`src/rtl/gpio_pin_pkg.sv`:
```
`timescale 1ns/1ps
package gpio_pin_pkg;
  localparam int BUS_W       = 32;
  localparam int SYNC_STAGES = 2;
  localparam int SEL_W       = 2;
  localparam int TRIG_W      = 3;
  localparam int OD_BIT      = 4;
  localparam int TRIG_LSB    = 5;
  localparam int WAKE_BIT    = 10;
  localparam int IRQ_BIT     = 13;
  localparam int NMI_BIT     = 14;

  typedef enum logic [TRIG_W-1:0] {
    TRIG_OFF  = 3'd0,
    TRIG_RISE = 3'd1,
    TRIG_FALL = 3'd2,
    TRIG_ANY  = 3'd3,
    TRIG_LOW  = 3'd4,
    TRIG_HIGH = 3'd5,
    TRIG_RSV6 = 3'd6,
    TRIG_RSV7 = 3'd7
  } trig_e;

  typedef struct packed {
    logic [SYNC_STAGES-1:0][SEL_W-1:0] stageSel;
    logic  openDrain;
    trig_e trig;
    logic  wakeEn;
    logic  irqEn;
    logic  nmiEn;
  } pin_cfg_t;

  typedef struct packed {
    logic clrFlag;
  } ctrl_strobe_t;

  function automatic logic [BUS_W-1:0] cfgPack(pin_cfg_t c);
    logic [BUS_W-1:0] v;
    v = '0;
    for (int k = 0; k < SYNC_STAGES; k++) v[SEL_W*k +: SEL_W] = c.stageSel[k];
    v[OD_BIT]              = c.openDrain;
    v[TRIG_LSB +: TRIG_W]  = c.trig;
    v[WAKE_BIT]            = c.wakeEn;
    v[IRQ_BIT]             = c.irqEn;
    v[NMI_BIT]             = c.nmiEn;
    return v;
  endfunction

  function automatic pin_cfg_t cfgUnpack(logic [BUS_W-1:0] v);
    pin_cfg_t c;
    for (int k = 0; k < SYNC_STAGES; k++) c.stageSel[k] = v[SEL_W*k +: SEL_W];
    c.openDrain = v[OD_BIT];
    c.trig      = trig_e'(v[TRIG_LSB +: TRIG_W]);
    c.wakeEn    = v[WAKE_BIT];
    c.irqEn     = v[IRQ_BIT];
    c.nmiEn     = v[NMI_BIT];
    return c;
  endfunction

  localparam logic [BUS_W-1:0] CFG_MASK = cfgPack(pin_cfg_t'('1));
endpackage

```
`src/rtl/gpio_sync_stage.sv`:
```
`timescale 1ns/1ps
module gpio_sync_stage
  import gpio_pin_pkg::*;
(
  input  logic             clk,
  input  logic             rstN,
  input  logic [SEL_W-1:0] sel,
  input  logic             din,
  output logic             dout
);
  logic posCap;
  logic negCap;

  always_ff @(posedge clk or negedge rstN) begin
    if (!rstN) posCap <= 1'b0;
    else       posCap <= din;
  end

  always_ff @(negedge clk or negedge rstN) begin
    if (!rstN) negCap <= 1'b0;
    else       negCap <= din;
  end

  always_comb begin
    if (sel == '0)      dout = din;
    else if (!sel[1])   dout = negCap;
    else                dout = posCap;
  end

  // a rising-edge stage presents the input seen at the previous rising edge
  assert_rise_capture_R3: assert property (@(posedge clk) disable iff (!rstN)
    sel[1] |=> (!sel[1] || dout == $past(din)));
endmodule

```
`src/rtl/gpio_pin_ctrl.sv`:
```
`timescale 1ns/1ps
module gpio_pin_ctrl
  import gpio_pin_pkg::*;
(
  input  logic             clk,
  input  logic             rstN,
  input  logic             busSel,
  input  logic             busWrEn,
  input  logic [BUS_W-1:0] busWrData,
  input  logic             flagIn,
  output pin_cfg_t         cfg,
  output ctrl_strobe_t     strobe,
  output logic [BUS_W-1:0] busRdData
);
  pin_cfg_t cfgReg;

  always_ff @(posedge clk or negedge rstN) begin
    if (!rstN)                  cfgReg <= pin_cfg_t'('0);
    else if (busWrEn && !busSel) cfgReg <= cfgUnpack(busWrData);
  end

  always_comb begin
    strobe         = '0;
    strobe.clrFlag = busWrEn && busSel && busWrData[0];
  end

  assign cfg       = cfgReg;
  assign busRdData = busSel ? {{(BUS_W-1){1'b0}}, flagIn} : cfgPack(cfgReg);

  // a configuration write reads back as the written word with unused bits dropped
  assert_cfg_write_R2: assert property (@(posedge clk) disable iff (!rstN)
    (busWrEn && !busSel) |=> (cfgPack(cfgReg) == ($past(busWrData) & CFG_MASK)));
endmodule

```
`src/rtl/gpio_pin_dp.sv`:
```
`timescale 1ns/1ps
module gpio_pin_dp
  import gpio_pin_pkg::*;
(
  input  logic         clk,
  input  logic         rstN,
  input  pin_cfg_t     cfg,
  input  ctrl_strobe_t strobe,
  input  logic         padIn,
  input  logic         outData,
  input  logic         outEn,
  output logic         padOut,
  output logic         padOe,
  output logic         flagOut,
  output logic         irqOut,
  output logic         nmiOut,
  output logic         wakeReq
);
  logic [SYNC_STAGES:0] chain;
  logic syncVal;
  logic prevVal;
  logic riseEv, fallEv, edgeHit, levelHit, edgeMode, srcHit;
  logic flagReg;

  assign chain[0] = padIn;

  for (genvar g = 0; g < SYNC_STAGES; g++) begin : g_stage
    gpio_sync_stage u_stage (
      .clk  (clk),
      .rstN (rstN),
      .sel  (cfg.stageSel[g]),
      .din  (chain[g]),
      .dout (chain[g+1])
    );
  end

  assign syncVal = chain[SYNC_STAGES];

  always_ff @(posedge clk or negedge rstN) begin
    if (!rstN) prevVal <= 1'b0;
    else       prevVal <= syncVal;
  end

  assign riseEv = syncVal && !prevVal;
  assign fallEv = !syncVal && prevVal;

  always_comb begin
    edgeHit  = 1'b0;
    levelHit = 1'b0;
    edgeMode = 1'b0;
    unique case (cfg.trig)
      TRIG_RISE: begin edgeMode = 1'b1; edgeHit = riseEv; end
      TRIG_FALL: begin edgeMode = 1'b1; edgeHit = fallEv; end
      TRIG_ANY:  begin edgeMode = 1'b1; edgeHit = riseEv || fallEv; end
      TRIG_LOW:  levelHit = !syncVal;
      TRIG_HIGH: levelHit = syncVal;
      default:   ;
    endcase
  end

  always_ff @(posedge clk or negedge rstN) begin
    if (!rstN)               flagReg <= 1'b0;
    else if (edgeHit)        flagReg <= 1'b1;
    else if (strobe.clrFlag) flagReg <= 1'b0;
  end

  assign srcHit  = edgeMode ? flagReg : levelHit;
  assign irqOut  = srcHit && cfg.irqEn;
  assign nmiOut  = srcHit && cfg.nmiEn;
  assign wakeReq = levelHit && cfg.wakeEn;
  assign flagOut = flagReg;

  always_comb begin
    if (cfg.openDrain) begin
      padOut = 1'b0;
      padOe  = outEn && !outData;
    end else begin
      padOut = outData;
      padOe  = outEn;
    end
  end

  // an edge event always leaves the flag set
  assert_flag_set_R4: assert property (@(posedge clk) disable iff (!rstN)
    edgeHit |=> flagReg);
  // the flag never rises without an edge event
  assert_flag_cause_R4: assert property (@(posedge clk) disable iff (!rstN)
    (!flagReg && !edgeHit) |=> !flagReg);
  // a clear with no competing event empties the flag
  assert_flag_clear_R5: assert property (@(posedge clk) disable iff (!rstN)
    (flagReg && strobe.clrFlag && !edgeHit) |=> !flagReg);
  // a wake request agrees with the polarity of the chosen level trigger
  assert_wake_level_R10: assert property (@(posedge clk) disable iff (!rstN)
    wakeReq |-> ((cfg.trig == TRIG_HIGH) == syncVal));
endmodule

```
`src/rtl/gpio_pin_unit.sv`:
```
`timescale 1ns/1ps
module gpio_pin_unit
  import gpio_pin_pkg::*;
(
  input  logic             clk,
  input  logic             rstN,
  input  logic             busSel,
  input  logic             busWrEn,
  input  logic [BUS_W-1:0] busWrData,
  output logic [BUS_W-1:0] busRdData,
  input  logic             padIn,
  input  logic             outData,
  input  logic             outEn,
  output logic             padOut,
  output logic             padOe,
  output logic             irqOut,
  output logic             nmiOut,
  output logic             wakeReq
);
  pin_cfg_t     cfg;
  ctrl_strobe_t strobe;
  logic         flag;

  gpio_pin_ctrl u_ctrl (
    .clk       (clk),
    .rstN      (rstN),
    .busSel    (busSel),
    .busWrEn   (busWrEn),
    .busWrData (busWrData),
    .flagIn    (flag),
    .cfg       (cfg),
    .strobe    (strobe),
    .busRdData (busRdData)
  );

  gpio_pin_dp u_dp (
    .clk     (clk),
    .rstN    (rstN),
    .cfg     (cfg),
    .strobe  (strobe),
    .padIn   (padIn),
    .outData (outData),
    .outEn   (outEn),
    .padOut  (padOut),
    .padOe   (padOe),
    .flagOut (flag),
    .irqOut  (irqOut),
    .nmiOut  (nmiOut),
    .wakeReq (wakeReq)
  );
endmodule

```
`config.mk`:
```
export PLATFORM = sky130hd
export DESIGN_NAME = gpio_pin_unit
export DESIGN_NICKNAME = d
export VERILOG_FILES = /design/src/rtl/gpio_pin_pkg.sv /design/src/rtl/gpio_sync_stage.sv /design/src/rtl/gpio_pin_ctrl.sv /design/src/rtl/gpio_pin_dp.sv /design/src/rtl/gpio_pin_unit.sv
export SDC_FILE = /design/constraint.sdc
export NUM_CORES = 1
export LEC_CHECK = 0
export CAP_MARGIN = 20
export CORE_AREA = 3 3 46 48
export DETAILED_ROUTE_END_ITERATION = 16
export DIE_AREA = 0 0 49 51
export DONT_BUFFER_PORTS = 1
export GPL_TIMING_DRIVEN = 0
export PLACE_DENSITY = 0.69
export SYNTH_ARGS = -nofsm -noshare
export SYNTH_HDL_FRONTEND = slang
export SYNTH_HIERARCHICAL = 1
export SYNTH_SLANG_ARGS = --single-unit
```
`constraint.sdc`:
```
create_clock -name clk -period 2.36 [get_ports clk]
set_input_delay 0.118 -clock clk [delete_from_list [all_inputs] [get_ports clk]]
set_output_delay 0.118 -clock clk [all_outputs]
set_load 0.03 [all_outputs]
```
; Word level (Yosys, flattened, before mapping)
; Cells that the tools add are included.
[totals]
in_bits = 39
latch_bits = 0
memories = 0
mem_bits_rw = 0
reg_bits = 17
rom_bits = 0
[classes]
n_bitwise = 0
mux = 13
n_reduce_logical = 18
eq_ne = 5
n_lt_le_gt_ge = 0
n_mul = 0
shifts = 0
addsub = 0
div = 0
[ops]
columns = op, n
row1 = $mux W15, 1
row2 = $mux W1, 10
row3 = $logic_and A1 B1 Y1, 9
row4 = $eq A3 B2 Y1 const B, 2
row5 = $eq A3 B3 Y1 const B, 2
row6 = $logic_not A1 Y1, 4
row7 = $logic_not A2 Y1, 2
row8 = $eq A3 B1 Y1 const B, 1
row9 = $pmux W1 S3, 1
row10 = $reduce_or A3 Y1, 1
row11 = $pmux W1 S2, 1
row12 = $reduce_bool A2 Y1, 1
row13 = $logic_or A1 B1 Y1, 1

; Longest topological paths before layout
; Gate-level depths: netlist of the first run.
[logic_depth]
word_depth = 8
depth_mapped = 9
mapped_depth_nobuf = 9

; Modules after synthesis
; The synthesis of the first run kept the hierarchy.
[by_module_without_submodules]
columns = module, area_per_inst_um2, cells_per_inst, instances, seq_area_each_um2
row1 = gpio_pin_ctrl, 706.9, 59, 1, 275.3
row2 = gpio_pin_dp, 183.9, 22, 1, 50.0
row3 = gpio_sync_stage, 68.8, 5, 2, 50.0

==> results of run 1 <==
cell usage in the layout, fill, tap and decap left out:
| cell type | instances |
|---|---|
| ha_2 | 1 |
| o22ai_2 | 1 |
| nand2b_1 | 2 |
| nor2_1 | 1 |
| clkbuf_4 | 3 |
| and3_2 | 1 |
| nor3b_4 | 1 |
| and2_4 | 2 |
| and2b_1 | 3 |
| xor2_2 | 1 |
| mux2i_1 | 3 |
| conb_1 | 21 |
| o21ai_1 | 2 |
| a21boi_0 | 1 |
| dlygate4sd3_1 | 13 |
| dfrtp_1 | 15 |
| inv_1 | 3 |
| buf_6 | 2 |
| inv_2 | 1 |
| mux2_2 | 2 |
| dfrtn_1 | 2 |
| nor2b_2 | 1 |
| buf_4 | 23 |
| a32oi_1 | 1 |
| ha_4 | 1 |
| nor2b_1 | 8 |
| mux2_4 | 10 |
| nand2_1 | 2 |
| o21ai_2 | 1 |
| clkbuf_1 | 1 |
| o21ai_0 | 1 |
| clkinv_2 | 1 |
final cells by class:
class	instances	area [sq um]	area share [%]
buffer	23	173	12.6
clock buffer	3	22.5	1.65
clock inverter	1	5.00	0.366
inverter	4	15.0	1.10
multi-input combinational	67	539	39.4
sequential	17	425	31.1
tap	25	31.3	2.29
timing repair buffer	16	156	11.4
critical path: stages (launching register included):
cell     delay (ns)
dfrtn_1        0.39
mux2i_1        0.06
o21ai_1        0.19
mux2i_1        0.13
o21ai_2        0.21
xor2_2         0.24
o22ai_2        0.12
and2_4         0.19
flip-flops by register name (all words and copies together), names as in the netlist:
name                         cells
u_dp/g_stage.u_stage/posCap      2
u_ctrl/cfg                      11
u_dp/flagOut                     1
u_dp/g_stage.u_stage/negCap      2
u_dp/prevVal                     1
per-stage QoR:
| step | setup WS (ns) | total power (uW) | util, % | area, sq um | setup TNS (ns) |
|---|---|---|---|---|---|
| after floorplan | -0.399 | 686 | - | 1130 | -1.54 |
| after global placement | -0.588 | 713 | 66.6 | 1160 | -2.17 |
| after detailed placement | -0.674 | 722 | 66.6 | 1160 | -2.52 |
| after CTS | -0.742 | 939 | 78.2 | 1370 | -2.81 |
| after global routing | -0.859 | 998 | 78.4 | 1370 | -3.39 |
| final | -0.750 | 940 | 78.4 | 1370 | -2.90 |
power breakdown:
| group | internal (uW) | switching (uW) |
|---|---|---|
| Sequential | 340 | 47.1 |
| Clock | 63.2 | 96.2 |
| Combinational | 171 | 222 |
how the worst max path moves through the flow:
stage | from | to | slack (ns)
6_report | u_dp/g_stage[0].u_stage/negCap$_DFF_NN0_ | nmiOut | -0.75
4_1_cts | u_dp/g_stage[0].u_stage/negCap$_DFF_NN0_ | irqOut | -0.74
3_3_place_gp | u_dp/g_stage[0].u_stage/negCap$_DFF_NN0_ | nmiOut | -0.59
5_1_grt | u_dp/g_stage[0].u_stage/negCap$_DFF_NN0_ | nmiOut | -0.86
2_1_floorplan | u_dp/g_stage[0].u_stage/negCap$_DFF_NN0_ | u_dp/flagOut$_DFFE_PN0P_ | -0.40
3_5_place_dp | u_dp/g_stage[0].u_stage/negCap$_DFF_NN0_ | nmiOut | -0.67
routing by layer:
metal	GRT usage (%)	wire [um]
met1	18.2	717
met4	9.00	24
met5	0	0
met2	37.3	1160
met3	4.37	195
cell families (layout without fill, tap and decap cells):
logic type	Yosys count	after routing	share of synthesized area [%]
adders and majority gates	2	2	2.43
buffers and inverters	27	47	18.2
xor gates and xnor gates	1	1	0.852
muxes	15	15	19.7
other	1	21	0.365
DFF	17	17	41.4
and+or+nand+nor	21	21	12.9
AOI/OAI and AO/OA	7	7	4.14
what timing repair did:
item | CTS | global route
setup buffers | 3 | 1
hold endpoints to repair | 27 | 0
pin swaps | 7 | 3
gates resized for setup | 4 | 1
endpoints found under the setup margin | 5 | 5
hold buffers | 13 | 0
==> impl_metrics.csv, run 1 <==
group,metric,value,unit
finish,fraction_of_layout_instances_using_a_drive_strength_above_1,39.7,%
synth,yosys.cell_types.count,26,
setup_path,worst_reg_to_reg_path_cell_count,10,
grt,overflow,0,
route,final_antenna_net_count,0,
timing,report.final.setup_viol,5,
cts,clock_sink_count,17,
worst_hold_path,hold_class,"primary input to register",
synth,mappedNetlistArea,0.00103,sq mm
die,boundaryPins,76,
grt,first_global_vias,736,
worst_hold_path,hold-path-endpoint,"u_ctrl/cfg[0]$_DFFE_PN0P_",
status,outcome,"complete, but fails checks",
timing,hold-worst-slack,0.0872,ns
finish,layout.nets,173,
timing,drv_slew,0,
synth,postSynth.asyncResetShare,100,%
die,die_width,49,um
cts,path_clk_slew,0.10,ns
cts,cts_tree,"done",
place,numPlacedInstances,136,
finish,area_growth_syn_to_layout,33.0,%
route,totalWireLength,2.10,mm
setup_path,r2r_end,"u_dp/flagOut$_DFFE_PN0P_",
synth,synthDominantCellAreaShare,36.5,%
synth,ys_dominant_reg_cell,"dfrtp_1",
synth,synthesis.instances,91,
setup_path,cp-start-kind,"register",
setup_path,critical_path.reg2reg.startpoint,"u_dp/g_stage[0].u_stage/negCap$_DFF_NN0_",
die,initial_core_util,58.9,%
timing,finalHoldViolations,0,
timing,timing.slew.headroom,33.3,%
die,die_height,51,um
timing,final.setup.worst_slack,-0.750,ns
route,initialDrtViolationCount,1,
die,dieArea,0.00250,sq mm
synth,synthTopCellsByCount,"buf_4, dfrtp_1, mux2_4",
route,drcViolationCount,0,
route,detailedRoute.firstPassIterationCount,2,
power,static-leakage-power,0.000694,uW
cts,cts_inserted_buffers,3,
route,post_drt_wl_per_cell,13.5,um
grt,track_usage,18.9,%
power,pwr_density_cell,687,mW/mm^2
worst_hold_path,hold-path-cell-count,2,
cts,cts_htree_levels,1,
setup_path,arrival,2.99,ns
grt,antenna_found_initial,0,
synth,edff_count_synth,0,
grt,grt_first_pass_wirelength,3.50,mm
setup_path,worstPathRequired,2.24,ns
finish,finalNonFillerCells,156,
die,coreArea,0.00175,sq mm
synth,synthesis.yosys.warnings,6,
setup_path,critical_path.endpoint_type,"output pin",
place,io_buffer_count,0,
finish,n_antenna_cell,0,
die,placementRows,15,
synth,avgSynthCellArea,11.3,sq um
timing,clock_skew,0.00587,ns
setup_path,critPathMaxFanout,2,
timing,unrepaired_setup_endpoints_after_global_routing,"true",
finish,number_of_inserted_filler_cells_in_the_final_layout,129,
route,vias,694,
timing,tightestPinTransition,0.992,ns
grt,grt_max_degree,16,
route,detail_route.vias_per_cell,4.45,
synth,synth.top_cells.by_area,"dfrtp_1, buf_4, mux2_4, dfrtn_1, nor2b_1",
synth,yosys.cell_count.top_type,"buf_4",
cts,clkLatencyLatePin,0.30,ns
place,place_congestion,0.690,
job,maxCapViolCount,0,
cts,clock_tree.buffer_depth,2,
synth,synth.largest_area_cell,"dfrtp_1",
setup_path,timing.setup.critical_path_class,"register to output pin",
power,power.ir.vdd_worst,0.500,mV
place,detailedPlacementHpwl,1.38,mm
synth,seq_area_frac_synth,41.4,%
status,violations_in_the_final_reports,"setup timing",
worst_hold_path,hold_start,"busSel",
cts,cts.root.buffer_cell,"clkbuf_4",
setup_path,reg2reg_slack,-0.58,ns
synth,yosys_reg_bits,17,
Note: power is estimated with default switching activity, not from simulation.
==> inputs of run 2 (changes only) <==
--- a/config.mk
+++ b/config.mk
@@ -6,12 +6,12 @@
 export NUM_CORES = 1
 export LEC_CHECK = 0
 export CAP_MARGIN = 20
-export CORE_AREA = 3 3 46 48
+export CORE_AREA = 3 3 49 51
 export DETAILED_ROUTE_END_ITERATION = 16
-export DIE_AREA = 0 0 49 51
+export DIE_AREA = 0 0 52 54
 export DONT_BUFFER_PORTS = 1
 export GPL_TIMING_DRIVEN = 0
-export PLACE_DENSITY = 0.69
+export PLACE_DENSITY = 0.64
 export SYNTH_ARGS = -nofsm -noshare
 export SYNTH_HDL_FRONTEND = slang
 export SYNTH_HIERARCHICAL = 1
==> constraint.sdc (replaced) <==
create_clock -name clk -period 2.85 [get_ports clk]
set_input_delay 0.1425 -clock clk [delete_from_list [all_inputs] [get_ports clk]]
set_output_delay 0.1425 -clock clk [all_outputs]
set_load 0.03 [all_outputs]
==> run 2 against run 1 <==
Against the previous run:
- the flow still finishes with violations (setup timing)
- combinational power is 12% lower
- critical path type unchanged
- register-to-register slack better by 0.18 ns
- sequential cell count stayed put
- utilization is 8.8 points lower
- sequential power is 17% lower
==> impl_metrics.csv, run 2 (synthesis gave the netlist of run 1 again) <==
group,metric,value,unit
grt,antenna_found_initial,0,
timing,finalHoldViolations,0,
job,maxCapViolCount,0,
cts,clock_tree.buffer_depth,2,
route,drcViolationCount,0,
cts,cts_tree,"done",
place,detailedPlacementHpwl,1.48,mm
timing,hold-worst-slack,0.0106,ns
route,detailedRoute.firstPassIterationCount,4,
status,outcome,"complete, but fails checks",
finish,largest_register_ffs,11,
setup_path,slowest_delay,0.39,ns
finish,mostFrequentLayoutCells,"buf_4, conb_1, dfrtp_1, dlygate4sd3_1, mux2_4",
grt,track_usage,14.7,%
cts,clkLatencyLatePin,0.28,ns
route,vias,682,
cts,path_clk_slew,0.09,ns
timing,fin_setup_tns,-1.83,ns
die,placementRows,16,
power,power.ir.vdd_worst,0.526,mV
grt,first_global_vias,695,
timing,drv_slew,0,
finish,area_growth_syn_to_layout,34.1,%
route,final_antenna_net_count,0,
finish,multiInputGateArea,541,sq um
route,totalWireLength,2.02,mm
finish,layout.nets,174,
die,coreArea,0.00198,sq mm
finish,layout_commonest_cell,"buf_4",
cts,clock_sink_count,17,
setup_path,reg2reg_slack,-0.40,ns
setup_path,critical_path.slowest_cell,"dfrtn_1",
timing,report.final.setup_viol,4,
place,pre_cts_ws,-0.374,ns
grt,grt_first_pass_wirelength,3.05,mm
power,static-leakage-power,0.000702,uW
setup_path,critPathMaxFanout,2,
power,pwr_density_cell,573,mW/mm^2
status,violations_in_the_final_reports,"setup timing",
place,instance_area_at_placement,0.00116,sq mm
cts,cts.root.buffer_cell,"clkbuf_4",
setup_path,timing.critical_path.cells,"mux2i_1 -> o21ai_2 -> mux2i_1 -> o21ai_2 -> xor2_2 -> o22ai_2 -> and2_4",
timing,tightestPinTransition,0.988,ns
die,dieArea,0.00281,sq mm
setup_path,worstPathRequired,2.71,ns
die,boundaryPins,76,
grt,grt_max_degree,16,
route,detail_route.vias_per_cell,4.29,
timing,timing.slew.headroom,33.5,%
setup_path,cp-start-kind,"register",
timing,clock_skew,0.00911,ns
route,post_drt_wl_per_cell,12.7,um
finish,area_used_by_sequential_logic_in_the_layout,425,sq um
cts,cts_inserted_buffers,3,
place,io_buffer_count,0,
cts,cts_htree_levels,1,
grt,overflow,0,
power,totalPowerFinal,790,uW
setup_path,arrival,3.19,ns
route,initialDrtViolationCount,7,
place,place_congestion,0.626,
setup_path,timing.setup.critical_path_class,"register to output pin",
finish,number_of_inserted_filler_cells_in_the_final_layout,170,
setup_path,critPathTopFamily,"compound AO/OA/AOI/OAI gates",
setup_path,critPathBufInv,0,
timing,final.setup.worst_slack,-0.486,ns
die,die_height,54,um
finish,fraction_of_layout_instances_using_a_drive_strength_above_1,41.7,%
setup_path,critical_path.endpoint_type,"output pin",
die,die_width,52,um
timing,unrepaired_setup_endpoints_after_global_routing,"true",
finish,n_antenna_cell,0,
finish,final_cell_area,0.00138,sq mm
die,initial_core_util,51.9,%
worst_hold_path,hold_class,"primary input to register",
run 2: cell types whose count changed in the layout (fill, tap and decap cells not counted):
cell | previous run | this run
buf_4 | 23 | 25
dlygate4sd3_1 | 13 | 12
ha_1 | 0 | 1
ha_2 | 1 | 0
inv_1 | 3 | 2
inv_4 | 0 | 1
o21ai_1 | 2 | 1
o21ai_2 | 1 | 2
run 2: timing repair:
| item | 4_1_cts | 5_1_grt |
|---|---|---|
| endpoints found under the setup margin | 4 | 4 |
| endpoints found under the hold margin | 21 | 5 |
| hold buffers | 7 | 5 |
| resized for setup | 5 | 2 |
| buffers inserted | 3 | 2 |
| pin swaps | 7 | 6 |
run 2: final cells by class:
cell class | count | share of cell area (%)
inverter | 4 | 1.27
multi-input combinational | 67 | 39.2
sequential | 17 | 30.9
clock inverter | 1 | 0.363
buffer | 23 | 12.5
clock buffer | 3 | 1.63
tap | 27 | 2.45
timing repair buffer | 17 | 11.7
run 2: worst reg2reg max path, delay by kind of cell (launching register included):
kind,cells,cell delay [ns]
buffers and inverters,4,0.30
muxes,3,0.31
DFF,1,0.39
adders and majority gates,1,0.25
AOI/OAI and AO/OA,3,0.44
run 2: final timing paths:
path                                                          start                                       end  cells after the start
setup / recovery           u_dp/g_stage[0].u_stage/negCap$_DFF_NN0_                                    irqOut                      7
hold / removal                                        busWrData[14]                 u_ctrl/cfg[0]$_DFFE_PN0P_                      1
setup reg to reg           u_dp/g_stage[0].u_stage/negCap$_DFF_NN0_                  u_dp/flagOut$_DFFE_PN0P_                     11
hold reg to reg                           u_ctrl/cfg[0]$_DFFE_PN0P_                 u_ctrl/cfg[0]$_DFFE_PN0P_                      1
max in group asynchronous                                      rstN  u_dp/g_stage[1].u_stage/negCap$_DFF_NN0_                      0
min in group asynchronous                                      rstN  u_dp/g_stage[0].u_stage/posCap$_DFF_PN0_                      1
run 2: per-layer routing:
layer | vias up | track usage [%] | wire length, um
met5 | - | 0 | 0
met4 | 0 | 1.31 | 0
met3 | 0 | 5.82 | 253
met2 | 38 | 28.5 | 1040
met1 | 310 | 15.4 | 728
li1 | 334 | - | -
run 2: power breakdown:
group | leakage [uW] | total [uW] | internal, uW | switching, uW
clock network | 0.0000177 | 125 | 52.0 | 72.5
logic | 0.000484 | 344 | 154 | 189
registers | 0.000200 | 322 | 282 | 40.3
total | 0.000702 | 790 | 488 | 302
run 2: stage by stage:
| stage | utilization, % | cells |
|---|---|---|
| after CTS | 66.0 | 152 |
| after detailed placement | 58.8 | 138 |
| final | 69.6 | 159 |
| after global placement | 58.8 | 138 |
| after global routing | 69.6 | 159 |
| after floorplan | - | 111 |
